**src/rtl/vtrig_pkg.sv**
```systemverilog
package vtrig_pkg;

  typedef enum logic [1:0] {
    MODE_KEY  = 2'b00,
    MODE_PAR  = 2'b01,
    MODE_SER  = 2'b10,
    MODE_PROG = 2'b11
  } mode_e;

  typedef enum logic [1:0] {
    SRC_KEY = 2'd0,
    SRC_STEP = 2'd1,
    SRC_PAR = 2'd2
  } src_e;

  // bit 0 edge, bit 1 hold, bit 2 retrigger
  typedef struct packed {
    logic retrig;
    logic hold;
    logic edge_trig;
  } gopt_t;

  function automatic logic grp_in_range(input int unsigned g, input int unsigned top);
    return (g != 0) && (g <= top);
  endfunction

  function automatic int unsigned step_next(input int unsigned p, input int unsigned top);
    return (p >= top) ? 1 : p + 1;
  endfunction

  function automatic int unsigned deb_window(input logic long_sel, input int unsigned lng,
                                             input int unsigned sht);
    return long_sel ? lng : sht;
  endfunction

endpackage

```
**src/rtl/vtrig_deb.sv**
```systemverilog
module vtrig_deb #(
  parameter int unsigned W           = 8,
  parameter int unsigned LONG_TICKS  = 128,
  parameter int unsigned SHORT_TICKS = 1
) (
  input  logic         clk,
  input  logic         rst_n,
  input  logic         tick,
  input  logic         long_sel,
  input  logic [W-1:0] raw,
  output logic [W-1:0] stable,
  output logic         changed
);
  import vtrig_pkg::*;

  localparam int unsigned MAXT = (LONG_TICKS > SHORT_TICKS) ? LONG_TICKS : SHORT_TICKS;
  localparam int unsigned CW   = $clog2(MAXT + 1);

  logic [W-1:0]  s1, s2, s3;
  logic [CW-1:0] cnt;
  logic          win_full;

  assign win_full = (32'(cnt) + 1) >= deb_window(long_sel, LONG_TICKS, SHORT_TICKS);

  always_ff @(posedge clk) begin
    if (!rst_n) begin
      s1      <= '0;
      s2      <= '0;
      s3      <= '0;
      stable  <= '0;
      cnt     <= '0;
      changed <= 1'b0;
    end else begin
      s1      <= raw;
      s2      <= s1;
      s3      <= s2;
      changed <= 1'b0;
      if (s2 == stable || s2 != s3) begin
        cnt <= '0;
      end else if (tick) begin
        if (win_full) begin
          stable  <= s2;
          changed <= 1'b1;
          cnt     <= '0;
        end else begin
          cnt <= cnt + CW'(1);
        end
      end
    end
  end

endmodule

```
**src/rtl/vtrig_src.sv**
```systemverilog
module vtrig_src #(
  parameter int unsigned GW         = 8,
  parameter int unsigned N_GROUPS   = 254,
  parameter int unsigned KEY_GROUPS = 32
) (
  input  logic              clk,
  input  logic              rst_n,
  input  logic [1:0]        mode,
  input  logic [GW-1:0]     deb_keys,
  input  logic              keys_chg,
  input  logic              deb_step,
  input  logic              step_chg,
  input  logic              fire,
  output vtrig_pkg::src_e   cand_src,
  output logic [GW-1:0]     cand_grp,
  output logic              cand_event,
  output logic              cand_held,
  output logic              cand_valid,
  output logic              mode_on
);
  import vtrig_pkg::*;

  logic [GW-1:0] step_ptr;
  logic [GW-1:0] par_addr;
  logic          step_rise;
  logic          key_press;

  assign step_rise = step_chg & deb_step;
  assign key_press = keys_chg & (deb_keys != '0);

  always_comb begin
    cand_src   = SRC_KEY;
    cand_grp   = deb_keys;
    cand_event = 1'b0;
    cand_held  = 1'b0;
    cand_valid = 1'b0;
    mode_on    = 1'b0;
    case (mode_e'(mode))
      MODE_PAR: begin
        mode_on    = 1'b1;
        cand_src   = SRC_PAR;
        cand_grp   = step_rise ? deb_keys : par_addr;
        cand_event = step_rise;
        cand_held  = deb_step;
        cand_valid = grp_in_range(32'(cand_grp), N_GROUPS);
      end
      MODE_KEY: begin
        mode_on = 1'b1;
        if (step_rise || (deb_step && deb_keys == '0 && !key_press)) begin
          cand_src   = SRC_STEP;
          cand_grp   = step_ptr;
          cand_event = step_rise;
          cand_held  = deb_step;
          cand_valid = grp_in_range(32'(step_ptr), N_GROUPS);
        end else begin
          cand_src   = SRC_KEY;
          cand_grp   = deb_keys;
          cand_event = key_press;
          cand_held  = deb_keys != '0;
          cand_valid = grp_in_range(32'(deb_keys), KEY_GROUPS);
        end
      end
      default: mode_on = 1'b0;
    endcase
  end

  always_ff @(posedge clk) begin
    if (!rst_n) begin
      step_ptr <= GW'(1);
      par_addr <= '0;
    end else begin
      if (mode_e'(mode) == MODE_PAR && step_rise)
        par_addr <= deb_keys;
      if (fire && cand_src == SRC_STEP)
        step_ptr <= GW'(step_next(32'(step_ptr), N_GROUPS));
    end
  end

endmodule

```
**src/rtl/vtrig_play.sv**
```systemverilog
module vtrig_play #(
  parameter int unsigned GW = 8
) (
  input  logic              clk,
  input  logic              rst_n,
  input  logic              halt,
  input  logic              play_done,
  input  logic              mode_on,
  input  vtrig_pkg::src_e   cand_src,
  input  logic [GW-1:0]     cand_grp,
  input  logic              cand_event,
  input  logic              cand_held,
  input  logic              cand_valid,
  input  vtrig_pkg::gopt_t  cand_opt,
  input  logic [GW-1:0]     deb_keys,
  input  logic              deb_step,
  output logic              fire,
  output logic              hold_lost,
  output logic              halt_stop,
  output logic              busy,
  output logic              cur_retrig,
  output logic              cur_src_key,
  output logic [GW-1:0]     grp_o,
  output logic              start_o,
  output logic              stop_o
);
  import vtrig_pkg::*;

  src_e          cur_src;
  gopt_t         cur_opt;
  logic          cur_held;
  logic          want_new;
  logic          want_lvl;

  assign want_new  = cand_event && (!busy || cur_opt.retrig);
  assign want_lvl  = !busy && cand_held && !cand_opt.edge_trig;
  assign fire      = mode_on && cand_valid && !halt && (want_new || want_lvl);
  assign cur_held  = (cur_src == SRC_KEY) ? (deb_keys == grp_o) : deb_step;
  assign hold_lost = busy && cur_opt.hold && !cur_held && !fire;
  assign halt_stop = busy && halt;

  assign cur_retrig  = cur_opt.retrig;
  assign cur_src_key = (cur_src == SRC_KEY);

  always_ff @(posedge clk) begin
    if (!rst_n) begin
      busy    <= 1'b0;
      cur_src <= SRC_KEY;
      cur_opt <= '0;
      grp_o   <= '0;
      start_o <= 1'b0;
      stop_o  <= 1'b0;
    end else begin
      start_o <= fire;
      stop_o  <= halt_stop | hold_lost;
      if (fire) begin
        busy    <= 1'b1;
        cur_src <= cand_src;
        cur_opt <= cand_opt;
        grp_o   <= cand_grp;
      end else if (halt_stop || hold_lost || play_done) begin
        busy <= 1'b0;
      end
    end
  end

endmodule

```
**src/rtl/vtrig_ctrl.sv**
```systemverilog
module vtrig_ctrl #(
  parameter int unsigned KEYS        = 8,
  parameter int unsigned N_GROUPS    = 254,
  parameter int unsigned KEY_GROUPS  = 32,
  parameter int unsigned LONG_TICKS  = 128,
  parameter int unsigned SHORT_TICKS = 1
) (
  input  logic            clk,
  input  logic            rst_n,
  input  logic            tick,
  input  logic [1:0]      mode,
  input  logic [KEYS-1:0] keys,
  input  logic            step_key,
  input  logic            halt,
  input  logic            long_db,
  input  logic            play_done,
  output logic [KEYS-1:0] opt_grp,
  input  logic [2:0]      opt_bits,
  output logic [KEYS-1:0] grp_o,
  output logic            start_o,
  output logic            stop_o
);
  import vtrig_pkg::*;

  localparam int unsigned GW = KEYS;

  logic [GW-1:0] deb_keys;
  logic          keys_chg;
  logic          deb_step;
  logic          step_chg;
  src_e          cand_src;
  logic [GW-1:0] cand_grp;
  logic          cand_event, cand_held, cand_valid, mode_on;
  gopt_t         cand_opt;
  logic          fire, hold_lost, halt_stop, busy, cur_retrig, cur_src_key;

  vtrig_deb #(.W(GW), .LONG_TICKS(LONG_TICKS), .SHORT_TICKS(SHORT_TICKS)) u_deb_keys (
    .clk(clk), .rst_n(rst_n), .tick(tick), .long_sel(long_db),
    .raw(keys), .stable(deb_keys), .changed(keys_chg)
  );

  vtrig_deb #(.W(1), .LONG_TICKS(LONG_TICKS), .SHORT_TICKS(SHORT_TICKS)) u_deb_step (
    .clk(clk), .rst_n(rst_n), .tick(tick), .long_sel(long_db),
    .raw(step_key), .stable(deb_step), .changed(step_chg)
  );

  vtrig_src #(.GW(GW), .N_GROUPS(N_GROUPS), .KEY_GROUPS(KEY_GROUPS)) u_src (
    .clk(clk), .rst_n(rst_n), .mode(mode),
    .deb_keys(deb_keys), .keys_chg(keys_chg), .deb_step(deb_step), .step_chg(step_chg),
    .fire(fire), .cand_src(cand_src), .cand_grp(cand_grp), .cand_event(cand_event),
    .cand_held(cand_held), .cand_valid(cand_valid), .mode_on(mode_on)
  );

  assign opt_grp  = cand_grp;
  assign cand_opt = gopt_t'(opt_bits);

  vtrig_play #(.GW(GW)) u_play (
    .clk(clk), .rst_n(rst_n), .halt(halt), .play_done(play_done), .mode_on(mode_on),
    .cand_src(cand_src), .cand_grp(cand_grp), .cand_event(cand_event),
    .cand_held(cand_held), .cand_valid(cand_valid), .cand_opt(cand_opt),
    .deb_keys(deb_keys), .deb_step(deb_step),
    .fire(fire), .hold_lost(hold_lost), .halt_stop(halt_stop), .busy(busy),
    .cur_retrig(cur_retrig), .cur_src_key(cur_src_key),
    .grp_o(grp_o), .start_o(start_o), .stop_o(stop_o)
  );

endmodule

```
**config.mk**
```make
export PLATFORM = sky130hd
export DESIGN_NAME = vtrig_ctrl
export DESIGN_NICKNAME = d
export VERILOG_FILES = /design/src/rtl/vtrig_pkg.sv /design/src/rtl/vtrig_deb.sv /design/src/rtl/vtrig_src.sv /design/src/rtl/vtrig_play.sv /design/src/rtl/vtrig_ctrl.sv
export SDC_FILE = /design/constraint.sdc
export NUM_CORES = 1
export LEC_CHECK = 0
export ABC_AREA = 1
export BUFFER_PORTS_ARGS = -buffer_cell sky130_fd_sc_hd__buf_2
export CAP_MARGIN = 20
export CORE_MARGIN = 1
export CORE_UTILIZATION = 54
export DETAILED_ROUTE_END_ITERATION = 7
export PLACE_DENSITY = 0.79
export RECOVER_POWER = 100
export SETUP_SLACK_MARGIN = 0.15
export SLEW_MARGIN = 30
export SYNTH_ARGS = -nofsm -noshare
export SYNTH_HDL_FRONTEND = slang
export SYNTH_SLANG_ARGS = --single-unit
```
**constraint.sdc**
```tcl
create_clock -name clk -period 1.9 [get_ports clk]
set_input_delay 0.38 -clock clk [delete_from_list [all_inputs] [get_ports clk]]
set_output_delay 0.38 -clock clk [all_outputs]
set_load 0.005 [all_outputs]
```
# Word level (Yosys, flattened, before mapping)
# Cells that the tools add are included.
[totals] ff_bits=85 in_bits=20 output_inout_bits=18
[classes] n_addsub=5 magnitude_cmp=6 eq_ne=7 mux=21 bitwise_logic=7 reduce_logical=44
[op_table] cell="$ge A32 B32 Y1" count=2
[op_table] cell="$mux W8" count=6
[op_table] cell="$add A8 B1 Y8 const B" count=3
[op_table] cell="$reduce_bool A8 Y1" count=3
[op_table] cell="$add A8 B1 Y9 const B" count=2
[op_table] cell="$logic_and A1 B1 Y1" count=17
[op_table] cell="$eq A8 B8 Y1" count=2
[op_table] cell="$le A8 B8 Y1 const B" count=2
[op_table] cell="$pmux W8 S2" count=1
[op_table] cell="$mux W1" count=10
[op_table] cell="$ge A8 B8 Y1 const B" count=1
[op_table] cell="$le A8 B6 Y1 const B" count=1
[op_table] cell="$logic_not A8 Y1" count=1
[op_table] cell="$ne A8 B8 Y1" count=1
[op_table] cell="$logic_or A1 B1 Y1" count=7
[op_table] cell="$logic_not A1 Y1" count=6
[op_table] cell="$pmux W1 S2" count=3
[op_table] cell="$reduce_and A3 Y1" count=2
[op_table] cell="$reduce_or A2 Y1" count=3
[op_table] cell="$reduce_or A3 Y1" count=2
[op_table] cell="$eq A2 B1 Y1 const B" count=2
[op_table] cell="$logic_not A2 Y1" count=2
[op_table] cell="$not A1 Y1" count=4
[op_table] cell="$pmux W2 S2" count=1
[op_table] cell="other kinds (5)" count=6

# Logic depth before layout (Yosys ltp)
[logic_depth] depth_word=17 ltp_mapped=15

# Modules after synthesis
# Synthesis repeated with hierarchy kept, for this count alone.
[hier_totals] cells_unflattened=667 hier_area_um2=4640.7
[modules_own_cells] mod="vtrig_deb (u_deb_keys)" n_inst=1 cells_per_inst=244 area_each_um2=1835.5 seq_area_each_um2=820.8
[modules_own_cells] mod="vtrig_src" n_inst=1 cells_per_inst=219 area_each_um2=1291.2 seq_area_each_um2=320.3
[modules_own_cells] mod="vtrig_play" n_inst=1 cells_per_inst=99 area_each_um2=782.0 seq_area_each_um2=300.3
[modules_own_cells] mod="vtrig_deb (u_deb_step)" n_inst=1 cells_per_inst=105 area_each_um2=732.0 seq_area_each_um2=260.2

# Least setup slack after synthesis
# OpenSTA, ideal clock, no wires.
[synth_path] path_kind="register to register" startpoint="register u_deb_keys.cnt[0]" endpoint="register u_deb_keys.stable[0]" setup_ns=0.116 arrival_time_ns=1.651 required_time_ns=1.784 setup_slack_ns=0.133 path_stages_with_launch=11 path_buffers=0 period_less_slack_ns=1.767 cell_sequence="dfxtp_1 -> nand4_1 -> nor3_1 -> xor2_1 -> ha_1 -> nand2_1 -> nand2_1 -> nand2_1 -> inv_2 -> nor2_1 -> nor2_1"
[synth_via] elab_chain_len=3
[synth_lines] element="start, declared" line="vtrig_deb.sv:20" text="logic [CW-1:0] cnt;"
[synth_lines] element="start signal, assigned" line="vtrig_deb.sv:46" text="cnt <= cnt + CW'(1);"
[synth_lines] element="$add A8 B1 Y9" line="vtrig_deb.sv:23" text="assign win_full = (32'(cnt) + 1) >= deb_window(long_sel, LONG_TICKS, SHORT_TICKS);"
[synth_lines] element="$ge A32 B32 Y1" line="vtrig_deb.sv:23"
[synth_lines] element="$reduce_and A3 Y1 (no line)"
[synth_lines] element="end signal, assigned" line="vtrig_deb.sv:30" text="stable <= '0;"
[synth_lines] element="end signal, assigned" line="vtrig_deb.sv:42" text="stable <= s2;"
[synth_lines] element="end, declared" line="vtrig_deb.sv:11" text="output logic [W-1:0] stable,"
# Every way passes these cells.
# A chain may end at the register's enable or synchronous reset.

# Worst setup path after layout
[layout_path] startpoint="register u_deb_keys.stable[1]" endpoint="output port opt_grp[0]"
[layout_via] elab_chain_len=7 word_cells_on_any_way=9 classes_between="2 x mux; 1 x bitwise; 6 x reduce/logical"
[layout_lines] element="$reduce_bool A8 Y1" line="vtrig_src.sv:29" text="assign key_press = keys_chg & (deb_keys != '0);"
[layout_lines] element="$and A1 B1 Y1" line="vtrig_src.sv:29"
[layout_lines] element="$logic_not A1 Y1" line="vtrig_src.sv:49" text="if (step_rise || (deb_step && deb_keys == '0 && !key_press)) begin"
[layout_lines] element="$logic_and A1 B1 Y1 *" line="vtrig_src.sv:49"
[layout_lines] element="$logic_or A1 B1 Y1 *" line="vtrig_src.sv:49"
[layout_lines] element="$mux W8 *" line="vtrig_src.sv:49"
[layout_lines] element="$pmux W8 S2 *" line="vtrig_src.sv:38" text="case (mode_e'(mode))"
[layout_lines] element="end, declared" line="vtrig_ctrl.sv:17" text="output logic [KEYS-1:0] opt_grp,"
# Every way passes the cells marked *; elsewhere a longest branch is shown, timed or not.

==> results.json <==
{
  "io_pins": 38,
  "n_antenna_cell": 0,
  "place_hpwl_um": 7620,
  "pwr-share-comb_pct": 15.6,
  "hold_path_class": "in2reg",
  "yosysWarnings": 0,
  "r2r-start": "u_deb_keys.stable[1]",
  "p_leak_nw": 2.87,
  "critPathLaunchType": "flop",
  "ctsHtreeMaxLevel": 3,
  "synth_xor_area_share_pct": 5.58,
  "power_frac_seq_pct": 47.7,
  "violations": "negative setup slack",
  "grt_pass1_vias": 4307,
  "final-max-slew-violation-count": 0,
  "areaGrowthSynthToFinish_pct": 41.6,
  "cts_tree": "yes",
  "syn-cell-area_um2": 4400,
  "p_per_area_nw_per_um2": 621,
  "worstPathArrival_ns": 1.99,
  "min_period_ns": 2.37,
  "worstMarginPinSlew_ns": 1.10,
  "drt_iter0_drc": 693,
  "synth-edff-count": 0,
  "hold_depth": 3,
  "critPathLaunch": "u_deb_keys.stable[1]",
  "clk_pin_slew_ns": 0.10,
  "start_util_pct": 56.3,
  "syn_area_per_cell_um2": 6.78,
  "status": "finished, violations left",
  "numCtsBuffers": 9,
  "ir_worst_vdd_mv": 0.586,
  "via_count": 5331,
  "seq_area_frac_synth_pct": 38.7,
  "relSlewSlack_pct": 26.5,
  "rsz0062_at_grt": "yes",
  "instances_no_fill": 872,
  "ant_nets": 0,
  "cp-endpoint": "opt_grp[0]",
  "synthSimpleGateAreaFrac_pct": 31.6,
  "power_mw": 3.86,
  "path_class": "reg2out",
  "async_flop_share_pct": 0,
  "die_x_um": 92.2,
  "setup_slack_ns": -0.475,
  "finalSetupViolCount": 56,
  "intPower_mw": 2.69,
  "synth_top_family_by_area": "simple AND/OR/NAND/NOR gates",
  "crit_fanout": 3,
  "crit_path_end_kind": "primary output",
  "drv_cap": 0,
  "nNetsFinal": 794,
  "ys_seq_elements": 85,
  "cts.path.max_buffers": 2,
  "fin_skew_ns": 0.0170,
  "num_rows": 32,
  "timing.final.hold_violations": 0,
  "gp_congestion": 0.992,
  "mostFrequentLayoutCells": "nand2_1 (152), inv_1 (81), dfxtp_1 (68)",
  "root_buffer": "clkbuf_8",
  "clk_latency_ns": 0.39,
  "synth_flop_cell": "dfxtp_1",
  "clkPwrFrac_pct": 36.7,
  "switchingPower_mw": 1.17,
  "synth_compound_area_share_pct": 11.4,
  "max_freq_ghz": 0.421,
  "die-area_um2": 8500,
  "min_period_over_period_pct": 125,
  "post-place-cells": 802,
  "fin_util_pct": 79.7,
  "fillCellCount": 431,
  "clock_sinks": 85,
  "worstReg2RegEnd": "u_play.cur_retrig",
  "switching_share_pct": 30.4,
  "synthMuxAreaShare_pct": 0,
  "drive_gt1_share_pct": 35.6,
  "synthAdderAreaFrac_pct": 2.56,
  "reg2reg_depth": 14,
  "avgRoutedWirePerCell_um": 19.2,
  "grt_pass1_wl_um": 20100,
  "final_common_cell": "nand2_1",
  "synth_cells": 648,
  "grt_max_degree": 53,
  "fp.coreArea_um2": 7810,
  "cp.required_ns": 1.52,
  "globalRouteTotalUtil_pct": 29.9,
  "via_per_inst": 6.11,
  "reg2reg_slack_ns": -0.32,
  "overflow": 0,
  "die_h_um": 92.2,
  "drt_pass1_iterations": 6,
  "antenna_found_initial": 0,
  "finalWirelength_um": 16700,
  "synth_fp_nets": 677,
  "drcViolationCount": 0,
  "io_buffers": 37,
  "yosysUniqueCellTypes": 35
}
power by group through the flow:
stage	combinational, mW	clock, mW	sequential (mW)
6_report	0.604	1.42	1.84
5_1_grt	0.632	1.47	1.84
4_1_cts	0.441	1.37	1.84
3_5_place_dp	0.361	0	1.88
3_3_place_gp	0.354	0	1.88
2_1_floorplan	0.225	0	1.88
cells by family (layout without fill, tap and decap cells):
group           after synthesis  count (layout)
xor+xnor                     28              28
flops                        85              85
fa+ha+maj                     9               9
compound gates               92              92
buf+inv                     110             230
simple gates                324             326
synthesized netlist by cell type, drive strengths merged, types with 9 or more instances:
| master | n | share of area, % |
|---|---|---|
| inv | 89 | 7.6 |
| a21oi | 43 | 4.9 |
| buf | 9 | 1.5 |
| ha | 9 | 2.6 |
| clkbuf | 9 | 0.77 |
| xnor2 | 14 | 2.8 |
| nand2 | 188 | 16 |
| o21ai | 32 | 3.6 |
| dfxtp | 85 | 39 |
| nand3 | 35 | 4.6 |
| xor2 | 14 | 2.8 |
| nand4 | 16 | 2.4 |
| nor2 | 75 | 6.8 |
worst min-delay path by stage:
stage	startpoint	to	slack [ns]
final	keys[5]	u_deb_keys.s1[5]	0.18
after detailed placement	u_deb_keys.s1[5]	u_deb_keys.s2[5]	0.40
after floorplan	u_deb_keys.s1[0]	u_deb_keys.s2[0]	0.39
after CTS	keys[5]	u_deb_keys.s1[5]	0.19
after global routing	keys[4]	u_deb_keys.s1[4]	0.19
after global placement	u_deb_keys.s1[5]	u_deb_keys.s2[5]	0.39
critical path: stages (launching register included):
cell     delay, ns
dfxtp_2       0.35
nor2_2        0.15
nand2_2       0.11
o21ai_1       0.22
nand2_1       0.16
nand3_1       0.14
nand2_1       0.10
o22ai_2       0.16
inv_2         0.08
buf_2         0.15
layout make-up:
cell class,count,area (um^2),area share (%)
timing repair buffer,121,920,14.8
multi-input combinational,455,2860,45.9
timing repair inverter,1,11.3,0.181
tap,102,128,2.05
clock buffer,9,124,1.99
sequential,85,1730,27.8
clock inverter,7,82.6,1.33
inverter,92,372,5.97
metal layers:
| layer | up-vias | track usage (%) | wire length [um] |
|---|---|---|---|
| li1 | 2283 | - | - |
| met1 | 2434 | 38.0 | 6110 |
| met2 | 459 | 48.1 | 7570 |
| met3 | 155 | 6.30 | 1730 |
| met4 | 0 | 14.7 | 1290 |
| met5 | - | 0 | 0 |
registers in the layout, summed over array words and instances (netlist names), 2 cells and up:
signal	flops
u_deb_keys.cnt	8
u_deb_keys.s1	8
u_deb_keys.s2	8
u_deb_keys.s3	8
u_deb_keys.stable	8
u_deb_step.cnt	8
u_play.grp_o	8
u_src.par_addr	8
u_src.step_ptr	8
u_play.cur_src	2
stage by stage:
| stage | hold slack (ns) | setup slack [ns] | area, um^2 | TNS, ns |
|---|---|---|---|---|
| final | 0.183 | -0.475 | 6220 | -12.13 |
| after global routing | 0.191 | -0.599 | 6220 | -17.95 |
| after CTS | 0.192 | -0.211 | 5710 | -4.33 |
| after detailed placement | 0.398 | -0.111 | 4890 | -1.41 |
| after global placement | 0.395 | 0.00846 | 4890 | 0 |
| after floorplan | 0.390 | 0.192 | 4400 | 0 |
what timing repair did:
item / in CTS / in global routing
setup endpoints to repair: 51 / 58
cloned: 3 / 0
hold endpoints to repair: 0 / 0
pin swaps: 26 / 40
hold buffers: 0 / 0
gates resized for setup: 101 / 110
setup buffers: 35 / 16
Power figures use the tool's default switching activity.
